<file path="src/rtl/hlg_pkg.sv">
package hlg_pkg;
   // Source chosen for the entry written by an allocate request
   typedef enum logic [1:0] {
      WR_NONE  = 2'd0,
      WR_REUSE = 2'd1,
      WR_FREE  = 2'd2,
      WR_EVICT = 2'd3
   } wr_src_e;
endpackage

</file>
<file path="src/rtl/hlg_pick.sv">
// Lowest-index selector over a request vector.
module hlg_pick #(
   parameter int N = 8,
   localparam int IW = (N > 1) ? $clog2(N) : 1
) (
   input  logic [N-1:0]  req,
   output logic          found,
   output logic [IW-1:0] idx
);
   if (N < 1) begin : g_bad_n
      $error("hlg_pick: N must be at least 1");
   end

   always_comb begin
      found = |req;
      idx   = '0;
      for (int i = N - 1; i >= 0; i--) begin
         if (req[i]) idx = IW'(i);
      end
   end
endmodule

</file>
<file path="src/rtl/hlg_slot.sv">
// One table entry: live bit, address and register tag, plus its comparators.
module hlg_slot #(
   parameter int AW = 32,
   parameter int RW = 6
) (
   input  logic          clk,
   input  logic          rst,
   input  logic          st_en,
   input  logic [AW-1:0] st_addr,
   input  logic          ck_en,
   input  logic [RW-1:0] ck_tag,
   input  logic [RW-1:0] al_tag,
   input  logic          wr_en,
   input  logic [AW-1:0] wr_addr,
   input  logic [RW-1:0] wr_tag,
   output logic          live_q,
   output logic [RW-1:0] tag_q,
   output logic          snoop_hit,
   output logic          ck_hit,
   output logic          al_hit,
   output logic          keep_mid
);
   logic [AW-1:0] addr_q;

   assign snoop_hit = live_q & st_en & (addr_q == st_addr);
   assign ck_hit    = live_q & ck_en & (tag_q == ck_tag);
   assign al_hit    = live_q & (tag_q == al_tag);
   // survives the store snoop and the verify release of this cycle
   assign keep_mid  = live_q & ~snoop_hit & ~ck_hit;

   always_ff @(posedge clk) begin
      if (rst) live_q <= 1'b0;
      else     live_q <= wr_en | keep_mid;
   end

   always_ff @(posedge clk) begin
      if (wr_en) begin
         addr_q <= wr_addr;
         tag_q  <= wr_tag;
      end
   end
endmodule

</file>
<file path="src/rtl/hoisted_load_guard.sv">
module hoisted_load_guard #(
   parameter int DEPTH  = 8,
   parameter int ADDR_W = 32,
   parameter int REG_W  = 6
) (
   input  logic              clk,
   input  logic              rst,
   input  logic              alloc_valid,
   input  logic [ADDR_W-1:0] alloc_addr,
   input  logic [REG_W-1:0]  alloc_reg,
   input  logic              store_valid,
   input  logic [ADDR_W-1:0] store_addr,
   input  logic              check_valid,
   input  logic [REG_W-1:0]  check_reg,
   output logic              chk_done,
   output logic              chk_ok,
   output logic              chk_recover
);
   import hlg_pkg::*;

   localparam int  IW     = (DEPTH > 1) ? $clog2(DEPTH) : 1;
   localparam bit  POW2   = (DEPTH == (1 << IW));
   localparam logic [IW-1:0] LAST_IDX = IW'(DEPTH - 1);

   if (DEPTH < 2) begin : g_bad_depth
      $error("hoisted_load_guard: DEPTH must be at least 2");
   end
   if (ADDR_W < 1) begin : g_bad_addr
      $error("hoisted_load_guard: ADDR_W must be positive");
   end
   if (REG_W < 1) begin : g_bad_reg
      $error("hoisted_load_guard: REG_W must be positive");
   end

   logic [DEPTH-1:0]            live_vec;
   logic [DEPTH-1:0][REG_W-1:0] tag_vec;
   logic [DEPTH-1:0]            snoop_vec;
   logic [DEPTH-1:0]            ck_vec;
   logic [DEPTH-1:0]            al_vec;
   logic [DEPTH-1:0]            keep_vec;
   logic [DEPTH-1:0]            wr_vec;

   logic          reuse_found, free_found;
   logic [IW-1:0] reuse_idx, free_idx, wr_idx, rr_q, rr_next;
   wr_src_e       wr_src;

   for (genvar g = 0; g < DEPTH; g++) begin : g_slot
      hlg_slot #(.AW(ADDR_W), .RW(REG_W)) u_slot (
         .clk       (clk),
         .rst       (rst),
         .st_en     (store_valid),
         .st_addr   (store_addr),
         .ck_en     (check_valid),
         .ck_tag    (check_reg),
         .al_tag    (alloc_reg),
         .wr_en     (wr_vec[g]),
         .wr_addr   (alloc_addr),
         .wr_tag    (alloc_reg),
         .live_q    (live_vec[g]),
         .tag_q     (tag_vec[g]),
         .snoop_hit (snoop_vec[g]),
         .ck_hit    (ck_vec[g]),
         .al_hit    (al_vec[g]),
         .keep_mid  (keep_vec[g])
      );
      assign wr_vec[g] = (wr_src != WR_NONE) && (wr_idx == IW'(g));
   end

   // tag reuse: at most one live entry carries a given tag
   hlg_pick #(.N(DEPTH)) u_reuse (
      .req   (al_vec),
      .found (reuse_found),
      .idx   (reuse_idx)
   );

   // free entries after this cycle's store snoop and verify release
   hlg_pick #(.N(DEPTH)) u_free (
      .req   (~keep_vec),
      .found (free_found),
      .idx   (free_idx)
   );

   always_comb begin
      if (!alloc_valid)      wr_src = WR_NONE;
      else if (reuse_found)  wr_src = WR_REUSE;
      else if (free_found)   wr_src = WR_FREE;
      else                   wr_src = WR_EVICT;
   end

   always_comb begin
      unique case (wr_src)
         WR_REUSE: wr_idx = reuse_idx;
         WR_FREE:  wr_idx = free_idx;
         default:  wr_idx = rr_q;
      endcase
   end

   // rotating victim pointer: natural wrap for power-of-two depth
   if (POW2) begin : g_rr_pow2
      assign rr_next = rr_q + 1'b1;
   end else begin : g_rr_wrap
      assign rr_next = (rr_q == LAST_IDX) ? '0 : rr_q + 1'b1;
   end

   always_ff @(posedge clk) begin
      if (rst)                    rr_q <= '0;
      else if (wr_src == WR_EVICT) rr_q <= rr_next;
   end

   // registered verdict; the store of the same cycle is ordered first
   logic pass_now;
   assign pass_now = |(ck_vec & ~snoop_vec);

   always_ff @(posedge clk) begin
      if (rst) begin
         chk_done    <= 1'b0;
         chk_ok      <= 1'b0;
         chk_recover <= 1'b0;
      end else begin
         chk_done    <= check_valid;
         chk_ok      <= check_valid & pass_now;
         chk_recover <= check_valid & ~pass_now;
      end
   end
endmodule

</file>
<file path="config.mk">
export PLATFORM = sky130hd
export DESIGN_NAME = hoisted_load_guard
export DESIGN_NICKNAME = d
export VERILOG_FILES = /design/src/rtl/hlg_pkg.sv /design/src/rtl/hlg_pick.sv /design/src/rtl/hlg_slot.sv /design/src/rtl/hoisted_load_guard.sv
export SDC_FILE = /design/constraint.sdc
export NUM_CORES = 1
export LEC_CHECK = 0
export ABC_AREA = 1
export BUFFER_PORTS_ARGS = -buffer_cell sky130_fd_sc_hd__buf_2
export CAP_MARGIN = 40
export CORE_ASPECT_RATIO = 1.1
export CORE_MARGIN = 2
export CORE_UTILIZATION = 35
export DETAILED_ROUTE_END_ITERATION = 10
export HOLD_SLACK_MARGIN = 0.1
export PLACE_DENSITY_LB_ADDON = 0.05
export SETUP_SLACK_MARGIN = 0.2
export SLEW_MARGIN = 15
export SYNTH_ARGS = -nofsm -noshare
export SYNTH_HDL_FRONTEND = slang
export SYNTH_SLANG_ARGS = --single-unit
</file>
<file path="constraint.sdc">
create_clock -name clk -period 7.62 [get_ports clk]
set_input_delay 1.143 -clock clk [delete_from_list [all_inputs] [get_ports clk]]
set_output_delay 1.143 -clock clk [all_outputs]
set_load 0.01 [all_outputs]
</file>
==> impl_metrics.ini, run 1 <==
[cells_and_area]
drive_gt1_frac = 0.115
final_nets = 2054
area_growth_pct = 12.9
fill_cells = 4718
utilization = 0.401
final_area_sq_um = 18800

[routing]
vias = 13200
viasPerCell = 5.00
postRouteAntennaNets = 0
dr.pass1.iters = 5
drc = 0
initialDrtViolationCount = 1086
wirelength_mm = 67.2
wire_per_inst_um = 25.5

[sta]
slew_headroom = 0.462
worst_pin_slew_ns = 0.807
setup_tns_ns = 0
finalSetupViolCount = 0
setup_slack_ns = 3.07
finalCriticalPeriod_ns = 4.55
finalHoldViolations = 0
rsz0062_at_grt = no
fin_crit_sh = 0.597
max_freq_ghz = 0.220
clock_skew_ns = 0.0230
slew_viol_final = 0

[global_routing]
grt_pass1_wl_mm = 94.8
track_usage = 0.278
grt_max_degree = 39
antenna_found_initial = 1
grt_pass1_vias = 13000
overflow = 0

[die]
start_util = 0.355
die_h_um = 233
rows = 83
fp.dieW_um = 212
io_pins = 84
core_sq_um = 46800
die_area_sq_um = 49300

[synthesis]
synth_top_family_by_area = simple AND/OR/NAND/NOR gates
syn_nets = 1966
seq_area_frac_synth = 0.565
synth_area_sq_um = 16600
avgSynthCellArea_sq_um = 8.83
synthXorXnorAreaFrac = 0.0511
synth_edf_count = 304
synth.largest_area_cell = edfxtp_1
synth_compound_area_frac = 0.0411
synth_cell_types = 46
postSynthCellCount = 1884
muxShareOfSynthArea = 0
synthArstFlopShare = 0
synth_ff_type = edfxtp_1
synth-seq-cells = 318
synthSimpleGateAreaFrac = 0.262
yosys-top-cells-count = nand2_1, edfxtp_1, inv_1, nor2_1, nand3_1
yosysMostFrequentCell = nand2_1
synth.top_cell.area_share = 0.549
yosys.area_share.adder = 0.000752
synth_area_leaders = edfxtp_1, nand2_1, inv_1
synth.yosys.warnings = 0

[clocking]
cts_buffer_depth = 3
cts_tree = built
hold_buffers = 0
cts_setup_buffers = 0
clk_pin_slew_ns = 0.06
post_cts_resized = 0
clk_latency_ns = 0.56
root_buffer = clkbuf_16
cts.sinks = 318
htree_levels = 2
numCtsBuffers = 39

[power]
total_power_w = 0.00400
p_sw_w = 0.000990
leakage_nw = 7.95
irDropWorstVdd_mv = 0.139
power_frac_seq = 0.488
combPwrFrac = 0.084
clockPowerShare = 0.427
p_sw_frac = 0.248
intPower_w = 0.00301
p_per_area_nw_per_um2 = 213

[placed_design]
gp_congestion = 1.02
place_hpwl_mm = 52.1
place_ws_ns = 2.57
dpl_cell_area_sq_um = 17600
port_buffers = 83

[worst_setup_path]
arrival_ns = 4.75
cp_max_fo = 22
critPathRequiredTime_ns = 7.82
criticalPathCategory = in -> reg
end_kind = flip-flop
critPathLaunchType = primary input

[flow_run]
drv_cap = 0

[worst_hold_path]
hold_path.class = reg -> reg

[status]
status = finished, final reports clean
-- layout make-up --
class,instances,area [sq um],share of cell area
timing repair buffer,92,538,0.0286
clock buffer,51,1070,0.0571
inverter,263,995,0.0529
multi-input combinational,1258,5910,0.315
tap,637,797,0.0424
clock inverter,13,62.6,0.00333
sequential,318,9410,0.501
antenna,2,5.00,0.000266
-- per-stage QoR --
step | std cells | hold WS (ns)
final | 2634 | 0.503
after global routing | 2632 | 0.536
after CTS | 2631 | 0.514
after detailed placement | 2567 | 0.504
after global placement | 2563 | 0.503
after floorplan | 1884 | 0.476
-- sequential cells by signal, summed over array words and instances (netlist names) --
name and cells:
g_slot.u_slot.addr_q 256, g_slot.u_slot.tag_q 48, g_slot.u_slot.live_q 8, rr_q 3
chk_done 1, chk_ok 1, chk_recover 1
-- routing by layer --
metal / global-route usage / wire [um] / up-vias
met3: 0.0304 / 3280 / 122
met5: 0 / 0 / -
met1: 0.341 / 27400 / 6370
met2: 0.481 / 32800 / 460
li1: - / - / 6209
met4: 0.149 / 3730 / 0
-- layout by cell type, fill, tap and decap left out, types with 7 or more instances in the layout --
cell / instances
inv_2: 47
nand3_1: 64
or2_0: 9
nor2_2: 9
clkbuf_1: 9
o22ai_1: 18
o21ai_0: 39
inv_1: 212
xor2_1: 37
nor3_1: 21
a211oi_1: 7
xnor2_1: 60
nor2_4: 8
clkinv_1: 10
nand2_1: 645
clkbuf_16: 41
nand2_2: 10
buf_2: 83
or2_1: 7
a21oi_1: 23
nor2_1: 211
nand4_1: 33
o21ai_1: 18
dfxtp_1: 14
edfxtp_1: 304
-- power by group through the flow --
| stage | Clock, W | Combinational, W | Sequential (W) |
|---|---|---|---|
| 2_1_floorplan | 0 | 0.000183 | 0.00198 |
| 3_3_place_gp | 0 | 0.000336 | 0.00199 |
| 3_5_place_dp | 0 | 0.000338 | 0.00199 |
| 4_1_cts | 0.00175 | 0.000339 | 0.00195 |
| 5_1_grt | 0.00181 | 0.000364 | 0.00195 |
| 6_report | 0.00171 | 0.000338 | 0.00195 |
-- cell families (layout without fill, tap and decap cells) --
family | count (synthesis) | after routing
simple gates | 1043 | 1043
flops | 318 | 318
buf+inv | 308 | 419
compound gates | 117 | 117
xor+xnor | 97 | 97
fa+ha+maj | 1 | 1
other cells | 0 | 2
-- critical path, cell delays in order --
cell and delay [ns]:
buf_2 0.27, inv_4 0.13, nand2_1 0.10, nand2_1 0.08
nor2_1 0.35, nand2_1 0.10, nor2_1 0.36, nand3_1 0.19
nor2_1 0.30, nor2_2 0.10, nand2_2 0.10, nor2_4 0.05
nand2_4 0.07, nand2_4 0.07, nand3_2 0.08, nand2_2 0.06
nor2_4 0.14, nand3_1 0.13, inv_2 0.43, buf_4 0.45
-- path summary, 6_finish.rpt --
check,end,slack [ns],start,cells past startpoint
worst max register to register,g_slot[6].u_slot.addr_q[21],3.61,g_slot[3].u_slot.addr_q[27],18
worst min register to register,rr_q[2],0.50,rr_q[2],2
worst min-delay path,rr_q[2],0.50,rr_q[2],2
worst max-delay path,g_slot[6].u_slot.addr_q[21],3.07,store_addr[7],20
Note: power is estimated with default switching activity, not from simulation.
==> run 2: changes to the inputs <==
==> constraint.sdc (replaced) <==
create_clock -name clk -period 4.27 [get_ports clk]
set_input_delay 0.6405 -clock clk [delete_from_list [all_inputs] [get_ports clk]]
set_output_delay 0.6405 -clock clk [all_outputs]
set_load 0.01 [all_outputs]
==> run 2 against run 1 <==
Routed wire length fell by 0.50%. Sequential share of layout area fell by 0.89 points. Design area rose by 1.8%. Power rose by 88%. Register-to-register slack got worse by 2.9 ns. Via count did not move. Largest power group unchanged.
==> impl_metrics.ini, run 2 (synthesis results as in run 1) <==
[cells_and_area]
area_growth_pct = 15.0
antenna_cells = 0
layout_common_cells = nand2_1, edfxtp_1, inv_1, nor2_1, buf_2
final_common_cell = nand2_1
regMostFlops = g_slot.u_slot.addr_q
utilization = 0.408
final_nets = 2068
largest_reg_flops = 256
drive_gt1_frac = 0.127
final_area_sq_um = 19100
top_regs = g_slot.u_slot.addr_q x256, g_slot.u_slot.tag_q x48, g_slot.u_slot.live_q x8

[worst_hold_path]
worstHoldStart = alloc_addr[27]
hold_path.class = in -> reg
whs_path_depth = 1
hold-path-endpoint = g_slot[2].u_slot.addr_q[27]

[clocking]
clk_pin_slew_ns = 0.06
cts.sinks = 318
root_buffer = clkbuf_16
post_cts_resized = 0
cts_setup_buffers = 0
cts_buffer_depth = 3
cts_tree = built
htree_levels = 2
hold_buffers = 0
numCtsBuffers = 38
clk_latency_ns = 0.57

[routing]
vias = 13200
route.met3.wl_mm = 3.16
wirelength_mm = 66.9
met1Wirelength_mm = 27.3
dr.pass1.iters = 6
wire_per_inst_um = 25.2
routed.top_layer = met5
drc = 0
viasPerCell = 4.96
postRouteAntennaNets = 0
dr_wl_met2_mm = 33.2
initialDrtViolationCount = 1127

[die]
die_h_um = 233
core_sq_um = 46800
rows = 83
fp.dieW_um = 212
io_pins = 84
start_util = 0.355
die_area_sq_um = 49300

[flow_run]
drv_cap = 0

[global_routing]
antenna_found_initial = 2
grt_pass1_vias = 13000
overflow = 0
grt_pass1_wl_mm = 94.0
grt_max_degree = 39
track_usage = 0.277

[worst_setup_path]
critPathLaunchType = primary input
path_buf_inv = 4
criticalPathCategory = in -> reg
cp_top_family = simple AND/OR/NAND/NOR gates
path_cells = buf_2 > inv_2 > nand2_1 > nand2_1 > nor2_1 > nand3_1 > nor2_1 > nand3_1 > nor2_1 > nor2_1 > nand2_2 > nor2_4 > nand2_4 > nand2_4 > nand3_2 > nand2_2 > nor2_4 > nand3_1 > inv_2 > buf_12
end_kind = flip-flop
arrival_ns = 3.88
reg2reg_depth = 18
slowest_delay_ns = 0.42
r2r-start = g_slot[0].u_slot.addr_q[11]
r2r_setup_slack_ns = 0.72
cp_max_fo = 38
timing.rr.end = g_slot[4].u_slot.addr_q[14]
critPathSlowestCell = nor2_1
cpMostUsedCell = nor2_1
critPathRequiredTime_ns = 4.49

[sta]
rsz0062_at_grt = no
fin_crit_sh = 0.856
setup_tns_ns = 0
slew_viol_final = 0
finalSetupViolCount = 0
setup_slack_ns = 0.614
max_freq_ghz = 0.274
slew_headroom = 0.546
worst_pin_slew_ns = 0.676
finalHoldViolations = 0
finalCriticalPeriod_ns = 3.66
clock_skew_ns = 0.0244

[placed_design]
place_hpwl_mm = 51.8
gp_congestion = 1.01
dpl_cell_area_sq_um = 17800
place_ws_ns = 0.0334
port_buffers = 83

[power]
leakage_nw = 8.13
irDropWorstVdd_mv = 0.238
p_per_area_nw_per_um2 = 393

[status]
status = finished, final reports clean
==> run 2: cell types whose count changed in the layout (fill, tap and decap cells not counted) <==
cell	before	now
clkbuf_8	1	3
dlymetal6s2s_1	1	0
clkinv_2	1	4
buf_4	4	13
buf_12	4	10
clkinv_4	0	2
clkinv_1	10	6
buf_2	83	84
diode_2	2	0
clkinvlp_4	2	1
clkbuf_1	9	8
clkbuf_16	41	39
bufinv_16	0	6
==> run 2: worst max path at each step <==
stage	slack [ns]	cells after the start	from	end
finish	0.61	20	store_addr[9]	g_slot[4].u_slot.addr_q[14]
global route	0.46	20	store_addr[9]	g_slot[6].u_slot.addr_q[14]
CTS	0.61	20	store_addr[9]	g_slot[1].u_slot.addr_q[11]
detailed placement	0.03	20	store_addr[9]	g_slot[1].u_slot.addr_q[15]
global placement	0.03	20	store_addr[9]	g_slot[1].u_slot.addr_q[19]
floorplan	1.01	16	store_addr[2]	g_slot[4].u_slot.addr_q[0]
==> run 2: routing by layer <==
layer  vias up  global-route usage
li1       6251                   -
met1      6370               0.342
met2       431               0.485
met3       107              0.0316
met4         2               0.129
met5         -                   0
==> run 2: power by group <==
group	internal [W]	switching, W	total [W]	leakage, nW
sequential	0.00346	0.0000208	0.00348	2.88
combinational	0.000160	0.000456	0.000616	4.62
clock	0.00209	0.00133	0.00342	0.633
==> run 2: stage by stage <==
step | std cells | hold slack, ns | power, W
floorplan | 1884 | 0.476 | 0.00387
global placement | 2582 | 0.500 | 0.00416
detailed placement | 2583 | 0.502 | 0.00416
CTS | 2652 | 0.347 | 0.00758
global route | 2652 | 0.380 | 0.00776
finish | 2652 | 0.368 | 0.00752
==> run 2: layout make-up <==
| type | count | area, sq um |
|---|---|---|
| multi-input cells | 1258 | 5910 |
| well taps | 637 | 797 |
| flip-flops and latches | 318 | 9410 |
| repair buffers | 107 | 718 |
| clock buffers | 50 | 1050 |
| clock inverters | 19 | 253 |
| inverters | 263 | 995 |
| fillers | 4751 | 27700 |
==> run 3: changes to the inputs <==
--- a/config.mk
+++ b/config.mk
@@ -9,7 +9,7 @@
 export BUFFER_PORTS_ARGS = -buffer_cell sky130_fd_sc_hd__buf_2
 export CAP_MARGIN = 40
 export CORE_ASPECT_RATIO = 1.1
-export CORE_MARGIN = 2
+export CORE_MARGIN = 5
 export CORE_UTILIZATION = 35
 export DETAILED_ROUTE_END_ITERATION = 10
 export HOLD_SLACK_MARGIN = 0.1
==> run 3 against run 2 <==
Critical path depth decreased by 2. Register-to-register slack improved by 0.04 ns. Fmax increased by 4.3%. Worst hold slack got worse by 0.0028 ns. Power decreased by 0.89%. Routed wire length increased by 0.82%. Clock power decreased by 2%. Via count about the same. Global-route usage decreased by 2.1 points. Final cell count increased by 0.23%. Clock skew decreased by 0.0029 ns.
==> impl_metrics.ini, run 3 (synthesis results as in run 1) <==
[clocking]
post_cts_resized = 0
cts_buffer_depth = 3
htree_levels = 2
cts_tree = built
clk_latency_ns = 0.57
cts.sinks = 318
clk_pin_slew_ns = 0.06
hold_buffers = 0
root_buffer = clkbuf_16
numCtsBuffers = 39
cts_setup_buffers = 0

[cells_and_area]
largest_reg_flops = 256
top_regs = g_slot.u_slot.addr_q x256, g_slot.u_slot.tag_q x48, g_slot.u_slot.live_q x8
area_growth_pct = 15.1
drive_gt1_frac = 0.129
layout_common_cells = nand2_1, edfxtp_1, inv_1, nor2_1, buf_2
final_common_cell = nand2_1
final_nets = 2073
regMostFlops = g_slot.u_slot.addr_q
fill_cells = 4742

[routing]
drc = 0
viasPerCell = 4.95
wire_per_inst_um = 25.4
dr.pass1.iters = 5
initialDrtViolationCount = 1082
postRouteAntennaNets = 0
wirelength_mm = 67.4
vias = 13200

[power]
p_sw_w = 0.00185
intPower_w = 0.00560
clockPowerShare = 0.450
leakage_nw = 8.14
p_sw_frac = 0.248
power_frac_seq = 0.467
p_per_area_nw_per_um2 = 389
combPwrFrac = 0.083
irDropWorstVdd_mv = 0.253

[placed_design]
port_buffers = 83
place_hpwl_mm = 52.8
place_ws_ns = 0.178
gp_congestion = 1.03

[die]
fp.dieW_um = 218
io_pins = 84
die_area_sq_um = 52000
die_h_um = 239
core_sq_um = 46800
rows = 83
start_util = 0.355

[sta]
slew_headroom = 0.525
setup_slack_ns = 0.763
setup_tns_ns = 0
finalCriticalPeriod_ns = 3.51
finalHoldViolations = 0
fin_crit_sh = 0.821
slew_viol_final = 0
finalSetupViolCount = 0
rsz0062_at_grt = no
clock_skew_ns = 0.0215
max_freq_ghz = 0.285
worst_pin_slew_ns = 0.707

[worst_setup_path]
timing.rr.end = g_slot[1].u_slot.addr_q[3]
cp_max_fo = 18
critPathRequiredTime_ns = 4.53
arrival_ns = 3.77
end_kind = flip-flop
critPathLaunchType = flip-flop
r2r-start = g_slot[0].u_slot.addr_q[9]
criticalPathCategory = reg -> reg
reg2reg_depth = 18
r2r_setup_slack_ns = 0.76

[worst_hold_path]
worstHoldStart = alloc_addr[1]
hold-path-endpoint = g_slot[5].u_slot.addr_q[1]
whs_path_depth = 1
hold_path.class = in -> reg

[flow_run]
drv_cap = 0

[status]
status = finished, final reports clean

[global_routing]
antenna_found_initial = 0
grt_pass1_vias = 13000
grt_pass1_wl_mm = 94.9
track_usage = 0.256
overflow = 0
grt_max_degree = 39
## run 3: critical path, stage by stage (launching register included)
cell      delay, ns
edfxtp_1       0.48
nand2_1        0.12
nand2_1        0.05
nor2_1         0.38
nand3_1        0.16
nor2_1         0.30
nand3_1        0.18
nor2_1         0.17
nor2_1         0.13
nand2_2        0.12
nor2_4         0.05
nand2_1        0.07
nand2_1        0.06
nand2_2        0.10
nand3_1        0.10
inv_2          0.09
nand3_1        0.13
inv_2          0.26
buf_12         0.22
## run 3: power by group through the flow
| stage | registers [W] | clock network (W) | logic [W] |
|---|---|---|---|
| after floorplan | 0.00354 | 0 | 0.000326 |
| after global placement | 0.00355 | 0 | 0.000619 |
| after detailed placement | 0.00355 | 0 | 0.000617 |
| after CTS | 0.00348 | 0.00341 | 0.000620 |
| after global routing | 0.00348 | 0.00353 | 0.000663 |
| final | 0.00348 | 0.00335 | 0.000618 |
## run 3: area by class of cell
type | count | area (sq um) | area share
Clock inverter | 27 | 273 | 0.0142
Inverter | 263 | 995 | 0.0519
Tap cell | 637 | 797 | 0.0416
Sequential cell | 318 | 9410 | 0.491
Antenna cell | 1 | 2.50 | 0.000131
Multi-Input combinational cell | 1258 | 5910 | 0.309
Clock buffer | 43 | 991 | 0.0517
Timing Repair Buffer | 111 | 773 | 0.0404
## run 3: worst max-delay path by stage
stage | startpoint | end | slack [ns] | cells after the start
finish | g_slot[0].u_slot.addr_q[9] | g_slot[1].u_slot.addr_q[3] | 0.76 | 18
floorplan | store_addr[2] | g_slot[4].u_slot.addr_q[0] | 1.01 | 16
detailed placement | store_addr[9] | g_slot[1].u_slot.addr_q[17] | 0.18 | 20
CTS | g_slot[0].u_slot.addr_q[9] | g_slot[1].u_slot.addr_q[8] | 0.74 | 18
global placement | store_addr[9] | g_slot[1].u_slot.addr_q[15] | 0.17 | 20
global route | g_slot[0].u_slot.addr_q[11] | g_slot[1].u_slot.addr_q[3] | 0.57 | 18
## run 3: routing by layer
metal / part of all wire / track usage / vias up
met2: 0.50 / 0.454 / 424
met3: 0.042 / 0.0313 / 100
met1: 0.41 / 0.321 / 6375
met5: 0 / 0 / -
met4: 0.046 / 0.0982 / 0
li1: - / - / 6255
## run 3: metrics by stage
| stage | utilization | instances | area [sq um] | hold slack (ns) | power [W] |
|---|---|---|---|---|---|
| 3_3_place_gp | 0.382 | 2586 | 17900 | 0.502 | 0.00417 |
| 2_1_floorplan | - | 1884 | 16600 | 0.476 | 0.00387 |
| 5_1_grt | 0.409 | 2657 | 19100 | 0.357 | 0.00768 |
| 4_1_cts | 0.409 | 2657 | 19100 | 0.344 | 0.00751 |
| 3_5_place_dp | 0.382 | 2587 | 17900 | 0.503 | 0.00416 |
| 6_report | 0.409 | 2658 | 19200 | 0.365 | 0.00745 |
